`src/rtl/cdma_pkg.sv`:
```
package cdma_pkg;
  localparam int REG_W = 32;
  localparam int BE_W  = REG_W / 8;

  typedef enum logic [2:0] {
    W_MEM   = 3'd0,
    W_CART  = 3'd1,
    W_RDLEN = 3'd2,
    W_WRLEN = 3'd3,
    W_STAT  = 3'd4
  } reg_word_e;

  localparam int ST_BUSY = 0;
  localparam int ST_PEND = 3;
  localparam int CMD_CLR = 0;
  localparam int CMD_ACK = 1;

  function automatic logic [REG_W-1:0] byte_merge(
    input logic [REG_W-1:0] old_v,
    input logic [REG_W-1:0] new_v,
    input logic [BE_W-1:0]  be
  );
    logic [REG_W-1:0] r;
    r = old_v;
    for (int b = 0; b < BE_W; b++)
      if (be[b]) r[b*8 +: 8] = new_v[b*8 +: 8];
    return r;
  endfunction
endpackage

```
`src/rtl/cdma_regfile.sv`:
```
module cdma_regfile
  import cdma_pkg::*;
#(
  parameter int CNT_W = 25,
  parameter int NREG  = 4,
  parameter int NADV  = 2
) (
  input  logic                       clk,
  input  logic                       rst,
  input  logic                       wr_en,
  input  logic [2:0]                 idx,
  input  logic [REG_W-1:0]           wdata,
  input  logic [BE_W-1:0]            wbe,
  input  logic                       len_allow,
  input  logic                       adv,
  input  logic [CNT_W-1:0]           adv_cnt,
  output logic [NREG-1:0][REG_W-1:0] q
);
  logic [NREG-1:0] hit;

  always_comb begin
    for (int i = 0; i < NREG; i++)
      hit[i] = wr_en && (idx == 3'(i)) && ((i < NADV) || len_allow);
  end

  for (genvar g = 0; g < NREG; g++) begin : g_reg
    if (g < NADV) begin : g_adv
      always_ff @(posedge clk) begin
        if (rst)          q[g] <= '0;
        else if (hit[g])  q[g] <= byte_merge(q[g], wdata, wbe);
        else if (adv)     q[g] <= q[g] + REG_W'(adv_cnt);
      end
    end else begin : g_len
      always_ff @(posedge clk) begin
        if (rst)          q[g] <= '0;
        else if (hit[g])  q[g] <= byte_merge(q[g], wdata, wbe);
      end
    end
  end


  mem_advance_chk: assert property (@(posedge clk) disable iff (rst)
    (adv && !hit[0]) |=> q[0] == $past(q[0]) + REG_W'($past(adv_cnt)));


  byte_keep_chk: assert property (@(posedge clk) disable iff (rst)
    (hit[1] && !wbe[0] && !adv) |=> q[1][7:0] == $past(q[1][7:0]));
endmodule

```
`src/rtl/cdma_status.sv`:
```
module cdma_status (
  input  logic clk,
  input  logic rst,
  input  logic start,
  input  logic finish,
  input  logic cmd_clr,
  input  logic cmd_ack,
  output logic busy,
  output logic pend,
  output logic irq
);
  logic busy_n, pend_n, irq_n;

  always_comb begin
    busy_n = busy;
    pend_n = pend;
    irq_n  = irq;
    if (start)  begin busy_n = 1'b1; pend_n = 1'b1; end
    if (finish) begin busy_n = 1'b0; pend_n = 1'b1; irq_n = 1'b1; end
    if (cmd_clr) begin busy_n = 1'b0; pend_n = 1'b0; end
    if (cmd_ack) begin pend_n = 1'b0; irq_n = 1'b0; end
  end

  always_ff @(posedge clk) begin
    if (rst) begin
      busy <= 1'b0;
      pend <= 1'b0;
      irq  <= 1'b0;
    end else begin
      busy <= busy_n;
      pend <= pend_n;
      irq  <= irq_n;
    end
  end


  irq_cause_chk: assert property (@(posedge clk) disable iff (rst)
    $rose(irq) |-> $past(finish));

  irq_hold_chk: assert property (@(posedge clk) disable iff (rst)
    (irq && !cmd_ack) |=> irq);

  clr_all_chk: assert property (@(posedge clk) disable iff (rst)
    (cmd_clr && !finish) |=> (!busy && !pend));

  ack_chk: assert property (@(posedge clk) disable iff (rst)
    cmd_ack |=> (!irq && !pend));
endmodule

```
`src/rtl/cdma_launch.sv`:
```
module cdma_launch #(
  parameter int LEN_W     = 24,
  parameter int ALIGN_LG2 = 3,
  parameter int MEM_AW    = 23,
  parameter int CART_AW   = 28,
  localparam int CNT_W    = LEN_W + 1,
  localparam int ALIGN    = 1 << ALIGN_LG2
) (
  input  logic               clk,
  input  logic               rst,
  input  logic               go,
  input  logic               go_dir,
  input  logic [LEN_W-1:0]   len_val,
  input  logic [MEM_AW-1:0]  mem_addr,
  input  logic [CART_AW-1:0] cart_addr,
  output logic               xfer_start,
  output logic               xfer_dir,
  output logic [CNT_W-1:0]   xfer_bytes,
  output logic [MEM_AW-1:0]  xfer_mem_addr,
  output logic [CART_AW-1:0] xfer_cart_addr,
  output logic [CNT_W-1:0]   cnt
);
  logic [CNT_W-1:0] cnt_n, rnd_n;

  assign cnt_n = {1'b0, len_val} + CNT_W'(1);

  if (ALIGN_LG2 > 0) begin : g_round
    assign rnd_n = (cnt_n + CNT_W'(ALIGN - 1)) & ~CNT_W'(ALIGN - 1);
  end else begin : g_exact
    assign rnd_n = cnt_n;
  end

  always_ff @(posedge clk) begin
    if (rst) begin
      xfer_start     <= 1'b0;
      xfer_dir       <= 1'b0;
      xfer_bytes     <= '0;
      xfer_mem_addr  <= '0;
      xfer_cart_addr <= '0;
      cnt            <= '0;
    end else begin
      xfer_start <= go;
      if (go) begin
        xfer_dir       <= go_dir;
        xfer_bytes     <= rnd_n;
        xfer_mem_addr  <= mem_addr;
        xfer_cart_addr <= cart_addr;
        cnt            <= cnt_n;
      end
    end
  end


  round_range_chk: assert property (@(posedge clk) disable iff (rst)
    xfer_start |-> (xfer_bytes >= cnt) && (xfer_bytes - cnt < CNT_W'(ALIGN)));
endmodule

```
`src/rtl/cart_dma_ctrl.sv`:
```
module cart_dma_ctrl
  import cdma_pkg::*;
#(
  parameter int LEN_W     = 24,
  parameter int ALIGN_LG2 = 3,
  parameter int MEM_AW    = 23,
  parameter int CART_AW   = 28,
  localparam int CNT_W    = LEN_W + 1
) (
  input  logic               clk,
  input  logic               rst,
  input  logic               reg_wr,
  input  logic [2:0]         reg_word,
  input  logic [REG_W-1:0]   reg_wdata,
  input  logic [BE_W-1:0]    reg_be,
  output logic [REG_W-1:0]   reg_rdata,
  output logic               xfer_start,
  output logic               xfer_dir,
  output logic [MEM_AW-1:0]  xfer_mem_addr,
  output logic [CART_AW-1:0] xfer_cart_addr,
  output logic [CNT_W-1:0]   xfer_bytes,
  input  logic               xfer_done,
  output logic               irq
);
  logic [3:0][REG_W-1:0] regs;
  logic [REG_W-1:0]      len_new, stat_word;
  logic [CNT_W-1:0]      cnt;
  logic                  busy, pend;
  logic                  len_hit, len_ok, sentinel, go, skip, done_ok;
  logic                  stat_wr;

  assign len_hit  = reg_wr && (reg_word == W_RDLEN || reg_word == W_WRLEN);
  assign len_ok   = len_hit && !busy;
  assign sentinel = (regs[W_MEM] == '1);
  assign go       = len_ok && !sentinel;
  assign skip     = len_ok && sentinel;
  assign done_ok  = xfer_done && busy;
  assign stat_wr  = reg_wr && (reg_word == W_STAT);
  assign len_new  = byte_merge((reg_word == W_RDLEN) ? regs[W_RDLEN] : regs[W_WRLEN],
                               reg_wdata, reg_be);

  cdma_regfile #(.CNT_W(CNT_W), .NREG(4), .NADV(2)) u_regs (
    .clk(clk), .rst(rst), .wr_en(reg_wr), .idx(reg_word), .wdata(reg_wdata),
    .wbe(reg_be), .len_allow(!busy), .adv(done_ok), .adv_cnt(cnt), .q(regs)
  );

  cdma_launch #(.LEN_W(LEN_W), .ALIGN_LG2(ALIGN_LG2), .MEM_AW(MEM_AW),
                .CART_AW(CART_AW)) u_launch (
    .clk(clk), .rst(rst), .go(go), .go_dir(reg_word == W_RDLEN),
    .len_val(len_new[LEN_W-1:0]), .mem_addr(regs[W_MEM][MEM_AW-1:0]),
    .cart_addr(regs[W_CART][CART_AW-1:0]), .xfer_start(xfer_start),
    .xfer_dir(xfer_dir), .xfer_bytes(xfer_bytes), .xfer_mem_addr(xfer_mem_addr),
    .xfer_cart_addr(xfer_cart_addr), .cnt(cnt)
  );

  cdma_status u_stat (
    .clk(clk), .rst(rst), .start(go), .finish(skip || done_ok),
    .cmd_clr(stat_wr && reg_wdata[CMD_CLR]), .cmd_ack(stat_wr && reg_wdata[CMD_ACK]),
    .busy(busy), .pend(pend), .irq(irq)
  );

  always_comb begin
    stat_word          = '0;
    stat_word[ST_BUSY] = busy;
    stat_word[ST_PEND] = pend;
  end

  always_ff @(posedge clk) begin
    if (rst) reg_rdata <= '0;
    else begin
      case (reg_word)
        W_MEM, W_CART, W_RDLEN, W_WRLEN: reg_rdata <= regs[reg_word[1:0]];
        W_STAT:                          reg_rdata <= stat_word;
        default:                         reg_rdata <= '0;
      endcase
    end
  end


  start_busy_chk: assert property (@(posedge clk) disable iff (rst)
    xfer_start |-> (busy && !irq));

  start_pulse_chk: assert property (@(posedge clk) disable iff (rst)
    xfer_start |=> !xfer_start);

  sentinel_chk: assert property (@(posedge clk) disable iff (rst)
    skip |=> (!xfer_start && irq && !busy));

  busy_len_chk: assert property (@(posedge clk) disable iff (rst)
    (len_hit && busy) |=> ($stable(regs[W_RDLEN]) && $stable(regs[W_WRLEN]) && !xfer_start));

  launch_addr_chk: assert property (@(posedge clk) disable iff (rst)
    xfer_start |-> (xfer_mem_addr == regs[W_MEM][MEM_AW-1:0]));

  idle_done_chk: assert property (@(posedge clk) disable iff (rst)
    (xfer_done && !busy && !reg_wr) |=> ($stable(regs[W_MEM]) && $stable(irq)));
endmodule

```
`config.mk`:
```
export PLATFORM = sky130hd
export DESIGN_NAME = cart_dma_ctrl
export DESIGN_NICKNAME = d
export VERILOG_FILES = /design/src/rtl/cdma_pkg.sv /design/src/rtl/cdma_regfile.sv /design/src/rtl/cdma_status.sv /design/src/rtl/cdma_launch.sv /design/src/rtl/cart_dma_ctrl.sv
export SDC_FILE = /design/constraint.sdc
export NUM_CORES = 1
export LEC_CHECK = 0
export BUFFER_PORTS_ARGS = -buffer_cell sky130_fd_sc_hd__buf_2
export CORE_MARGIN = 2
export CORE_UTILIZATION = 55
export CTS_BUF_LIST = sky130_fd_sc_hd__clkbuf_4
export DETAILED_ROUTE_END_ITERATION = 10
export PLACE_DENSITY = 0.78
export SLEW_MARGIN = 20
export SYNTH_ARGS = -nofsm -noshare
export SYNTH_HDL_FRONTEND = slang
export SYNTH_HIERARCHICAL = 1
export SYNTH_SLANG_ARGS = --single-unit
```
`constraint.sdc`:
```
create_clock -name clk -period 4.3 [get_ports clk]
set_input_delay 0.645 -clock clk [delete_from_list [all_inputs] [get_ports clk]]
set_output_delay 0.645 -clock clk [all_outputs]
set_load 0.005 [all_outputs]
```
==> flow_metrics.tcl, run 1 <==
set metrics [dict create \
    vias 14040 \
    start_kind "primary input" \
    post_cts_resized 0 \
    worstPathRequired_ns 4.83 \
    drt_iter0_markers 1549 \
    power_density_nw_per_um2 309.1 \
    critPathMaxFanout 7 \
    fill_cells 2295 \
    synth.largest_area_cell "dfxtp_1" \
    drt-pass1-iter-count 6 \
    place_congestion 1.042 \
    finalCritPeriodShare 0.8723 \
    io_pins 154 \
    end_kind "flip-flop" \
    drv_cap 0 \
    path_clk_slew_ns 0.07 \
    ys_warn_count 6 \
    synth_common_cells "263 x dfxtp_1, 238 x nor2_1, 164 x mux2i_1, 126 x nand2_1, 85 x a21oi_1" \
    synthArstFlopShare 0 \
    hold_viol_final 0 \
    p_leak_nw 7.075 \
    peakVddDrop_mv 0.2001 \
    die-height_microns 169.6 \
    worstMarginPinSlew_ns 0.8480 \
    gr-usage-all-layers 0.3253 \
    fp.coreArea_sq_um 26950 \
    post-cts-setup-buffers 0 \
    viasPerCell 6.255 \
    rr_worst_depth 11 \
    numCtsBuffers 71 \
    start_util 0.5599 \
    max_slew_margin 0.4347 \
    rows 60 \
    fp.dieW_microns 169.6 \
    slew_violations 0 \
    grt_overflow 0 \
    arrival_ns 4.28 \
    yosysMostFrequentCell "dfxtp_1" \
    synth_ff_type "dfxtp_1" \
    synth_edf_count 0 \
    synth.top_cell.area_share 0.3489 \
    hold_path_class "primary input to flip-flop" \
    drive_gt1_frac 0.2103 \
    skew_ns 0.04076 \
    grt_pass1_vias 13240 \
    htree_levels 3 \
    grt_pass1_wl_microns 73050 \
    antenna_found_initial 1 \
    cts_hold_buf 0 \
    drt_wl_total_microns 47220 \
    synth_cell_types 95 \
    setup_viol 0 \
    path_class "primary input to flip-flop" \
    clock.fmax_mhz 266.6 \
    cts_tree "yes" \
    dp_hpwl_microns 34500 \
    clockBufferDepth 3 \
    fin_tns_setup_ns 0 \
    die-area_sq_um 28780 \
    clk_latency_ns 0.69 \
    drc_errors 0 \
    ys_seq_elements 263 \
    root_buffer "clkbuf_4" \
    ys_seq_area_frac 0.3489 \
    power_mw 5.307 \
    ys_top_cells_by_area "dfxtp_1 35%, mux2i_1 11%, nor2_1 5.9%" \
    portBuffers 150 \
    ant_nets 0 \
    min_period_ns 3.751 \
    syn-instance-count 1668 \
    nets 1957 \
    worstHoldPathCells 3 \
    post_drt_wl_per_cell_microns 21.04 \
    outcome "complete, no violations" \
    cts.sinks 263 \
    syn_area_sq_um 15090 \
    rsz0062_at_grt "false" \
    area_growth_syn_to_layout_pct 13.77 \
    grt_max_degree 95 \
    avgSynthCellArea_sq_um 9.047 \
]
state kept, by name, summed over array words and instances, names as in the netlist:
| signal | cells |
|---|---|
| u_regs/q | 128 |
| reg_rdata | 32 |
| u_launch/xfer_cart_addr | 28 |
| u_launch/cnt | 25 |
| u_launch/xfer_mem_addr | 23 |
| u_launch/xfer_bytes | 22 |
| u_launch/xfer_dir | 1 |
| u_launch/xfer_start | 1 |
| u_stat/busy | 1 |
| u_stat/irq | 1 |
| u_stat/pend | 1 |
cell usage in the layout (no fill, tap or decap), types with 17 or more instances in the layout:
cell	instances
mux2i_1	164
a21o_1	19
nor2_1	238
dfxtp_1	263
nand3_1	17
nand4_1	29
xor2_1	34
a211oi_1	40
nor3_1	29
mux4_2	29
a22oi_1	21
inv_1	24
buf_2	149
nor2b_1	37
xnor2_1	39
buf_4	64
clkbuf_4	97
o21ai_0	43
nand2b_1	18
a21oi_1	85
ha_1	53
nand2_1	126
o21ai_1	22
final timing paths:
path / from / endpoint / slack (ns)
worst min-delay path: reg_wdata[25] / u_regs/q[121]$_SDFFE_PP0P_ / 0.25
worst max register to register: u_regs/q[98]$_SDFFE_PP0P_ / u_launch/xfer_bytes[16]$_SDFFE_PP0P_ / 0.93
worst min register to register: u_launch/xfer_bytes[11]$_SDFFE_PP0P_ / u_launch/xfer_bytes[11]$_SDFFE_PP0P_ / 0.47
worst max-delay path: reg_word[0] / u_launch/xfer_bytes[16]$_SDFFE_PP0P_ / 0.55
layout make-up:
class / count / area, sq um / share of cell area
tap: 341 / 426.7 / 0.02485
clock buffer: 97 / 728.2 / 0.04241
antenna: 1 / 2.502 / 0.0001458
clock inverter: 19 / 132.6 / 0.007725
inverter: 24 / 90.09 / 0.005247
sequential: 263 / 5265 / 0.3067
multi-input combinational: 1283 / 9246 / 0.5386
timing repair buffer: 216 / 1277 / 0.07441
kinds of logic after synthesis:
family,after synthesis,share of synthesized area
AOI/OAI and AO/OA,353,0.1607
xor gates and xnor gates,76,0.04560
adders and majority gates,55,0.04660
buffers and inverters,124,0.04071
DFF,263,0.3489
muxes,196,0.1573
other,1,0.0002485
and+or+nand+nor,600,0.2000
critical path, cell delays in order:
cell	delay [ns]
buf_2	0.12
nor3b_4	0.56
mux2i_1	0.15
o21ai_1	0.65
buf_4	0.28
and3_1	0.26
nand3b_1	0.15
a221oi_1	0.40
nand3_1	0.28
buf_4	0.23
nor4_1	0.28
xor2_1	0.18
o22ai_1	0.09
power breakdown:
group	internal (mW)	switching, mW	leakage (nW)
logic	0.209	0.354	4.45
clock network	1.16	1.05	0.503
registers	2.48	0.0573	2.13
layer usage:
metal	routed length (microns)	vias up	share of wire	global-route usage
li1	-	6498	-	-
met1	19590	6711	0.41	0.4206
met2	21620	681	0.46	0.5276
met3	3540	146	0.075	0.05294
met4	2471	0	0.052	0.1646
met5	0	-	0	0
per-stage QoR:
| step | hold WS [ns] | setup slack [ns] | instance area, sq um | util | cells |
|---|---|---|---|---|---|
| after global placement | 0.4530 | 0.1455 | 16310 | 0.6050 | 2127 |
| after CTS | 0.2170 | 0.7340 | 17170 | 0.6370 | 2243 |
| after global routing | 0.2458 | 0.5255 | 17170 | 0.6370 | 2244 |
| after detailed placement | 0.4591 | 0.03297 | 16310 | 0.6050 | 2127 |
| final | 0.2517 | 0.5493 | 17170 | 0.6370 | 2244 |
| after floorplan | 0.4546 | 0.02145 | 15100 | - | 1670 |
Power figures use the tool's default switching activity.
==> run 2, diff against run 1 <==
- PLACE_DENSITY: 0.78 -> 0.75
- clock period: 4.3 -> 3.49 ns (I/O delays scaled with it)
==> run 2 against run 1 <==
Critical path depth decreased by 4. Via count increased by 0.21%. Setup slack got worse by 0.16 ns. Global-route usage increased by 0.57 points. First-iteration DRC count decreased by 18%. Non-clock buffer count increased by 50. Count of clock-buffer cells in the layout increased by 13. Clock power increased by 34%.
==> flow_metrics.tcl, run 2 (synthesis gave the netlist of run 1 again) <==
set metrics [dict create \
    nets 2010 \
    cts_hold_buf 0 \
    dp.cells 2177 \
    dp_hpwl_microns 35340 \
    holdWs_ns 0.1432 \
    drc_errors 0 \
    worstMarginPinSlew_ns 0.8218 \
    layout_commonest_cell "dfxtp_1" \
    drt-pass1-iter-count 5 \
    power_mw 6.821 \
    grt_overflow 0 \
    fp.coreArea_sq_um 26950 \
    antenna_found_initial 2 \
    end_kind "flip-flop" \
    layout.cells.non_filler 2304 \
    min_period_ns 3.096 \
    drt_iter0_markers 1272 \
    clockBufferDepth 3 \
    path_class "flip-flop to flip-flop" \
    skew_ns 0.03772 \
    gr-usage-all-layers 0.3309 \
    path_clk_slew_ns 0.06 \
    start_util 0.5599 \
    clock.fmax_mhz 323.0 \
    utilization 0.6586 \
    grt_pass1_vias 13480 \
    clk_latency_ns 0.68 \
    numCtsBuffers 74 \
    peakVddDrop_mv 0.2506 \
    top_register "u_regs/q" \
    die-height_microns 169.6 \
    drt_wl_total_microns 48220 \
    drive_gt1_frac 0.2432 \
    ant_nets 0 \
    post-cts-setup-buffers 0 \
    htree_levels 3 \
    largest_reg_flops 128 \
    rows 60 \
    io_pins 154 \
    portBuffers 150 \
    post_cts_resized 0 \
    finalCritPeriodShare 0.8872 \
    arrival_ns 3.67 \
    setup_viol 0 \
    top_regs "u_regs/q x128, reg_rdata x32, u_launch/xfer_cart_addr x28" \
    power_density_nw_per_um2 384.3 \
    area_growth_syn_to_layout_pct 17.63 \
    fp.dieW_microns 169.6 \
    p_leak_nw 7.412 \
    place_congestion 0.9883 \
    post_drt_wl_per_cell_microns 20.93 \
    drv_cap 0 \
    die-area_sq_um 28780 \
    start_kind "flip-flop" \
    rsz0062_at_grt "false" \
    root_buffer "clkbuf_4" \
    critPathMaxFanout 7 \
    cts.sinks 263 \
    viasPerCell 6.105 \
    grt_pass1_wl_microns 74050 \
    cts_tree "yes" \
    vias 14070 \
    mostFrequentLayoutCells "263 x dfxtp_1, 237 x nor2_1, 164 x mux2i_1" \
    worstPathRequired_ns 4.06 \
    max_slew_margin 0.4521 \
    hold_path_class "primary input to flip-flop" \
    fin_tns_setup_ns 0 \
    slew_violations 0 \
    outcome "complete, no violations" \
    hold_viol_final 0 \
    fill_cells 2338 \
    grt_max_degree 70 \
]
## run 2: changes by cell type in the layout (fill, tap and decap cells not counted), moves of 3 or more
cell	before	now
buf_12	2	5
buf_4	64	111
clkbuf_4	97	110
clkinv_1	13	9
o21ai_1	22	17
o21ai_2	1	8
## run 2: layout make-up
type	instances	area, sq um	area share
multi-input combinational	1283	9311	0.5246
antenna	2	5.005	0.0002819
tap	341	426.7	0.02404
sequential	263	5265	0.2966
inverter	24	90.09	0.005075
clock inverter	15	136.4	0.007683
clock buffer	110	825.8	0.04652
timing repair buffer	266	1690	0.09523
## run 2: final timing paths
kind	start	to	slack, ns	depth (start not counted)
worst max-delay path	u_regs/q[33]$_SDFFE_PP0P_	u_regs/q[61]$_SDFFE_PP0P_	0.39	9
worst min-delay path	reg_wdata[29]	u_regs/q[125]$_SDFFE_PP0P_	0.14	3
worst max register to register	u_regs/q[33]$_SDFFE_PP0P_	u_regs/q[61]$_SDFFE_PP0P_	0.39	9
worst min register to register	u_launch/xfer_bytes[12]$_SDFFE_PP0P_	u_launch/xfer_bytes[12]$_SDFFE_PP0P_	0.48	2
## run 2: per-stage QoR
step,instance area (sq um),setup WS [ns]
after floorplan,15170,-0.1163
after global placement,16780,-0.1345
after detailed placement,16780,-0.1867
after CTS,17750,0.4898
after global routing,17750,0.2957
final,17750,0.3938
## run 2: layer usage
metal / track usage / share of wire / vias up
li1: - / - / 6611
met1: 0.4264 / 0.42 / 6724
met2: 0.5375 / 0.47 / 594
met3: 0.05527 / 0.071 / 134
met4: 0.1672 / 0.041 / 2
met5: 0 / 0.00027 / -
## run 2: report_power, final
group | internal [mW] | switching (mW)
logic | 0.287 | 0.448
clock network | 1.65 | 1.31
registers | 3.06 | 0.0679
total | 4.99 | 1.83
## run 2: critical path: stages, from the launching register on
cell     delay, ns
dfxtp_1       0.45
ha_1          0.28
a21o_1        0.19
and4_1        0.25
o21ai_0       0.20
nand3_1       0.38
o31ai_2       0.41
a21oi_1       0.28
a311o_1       0.41
and3_1        0.16
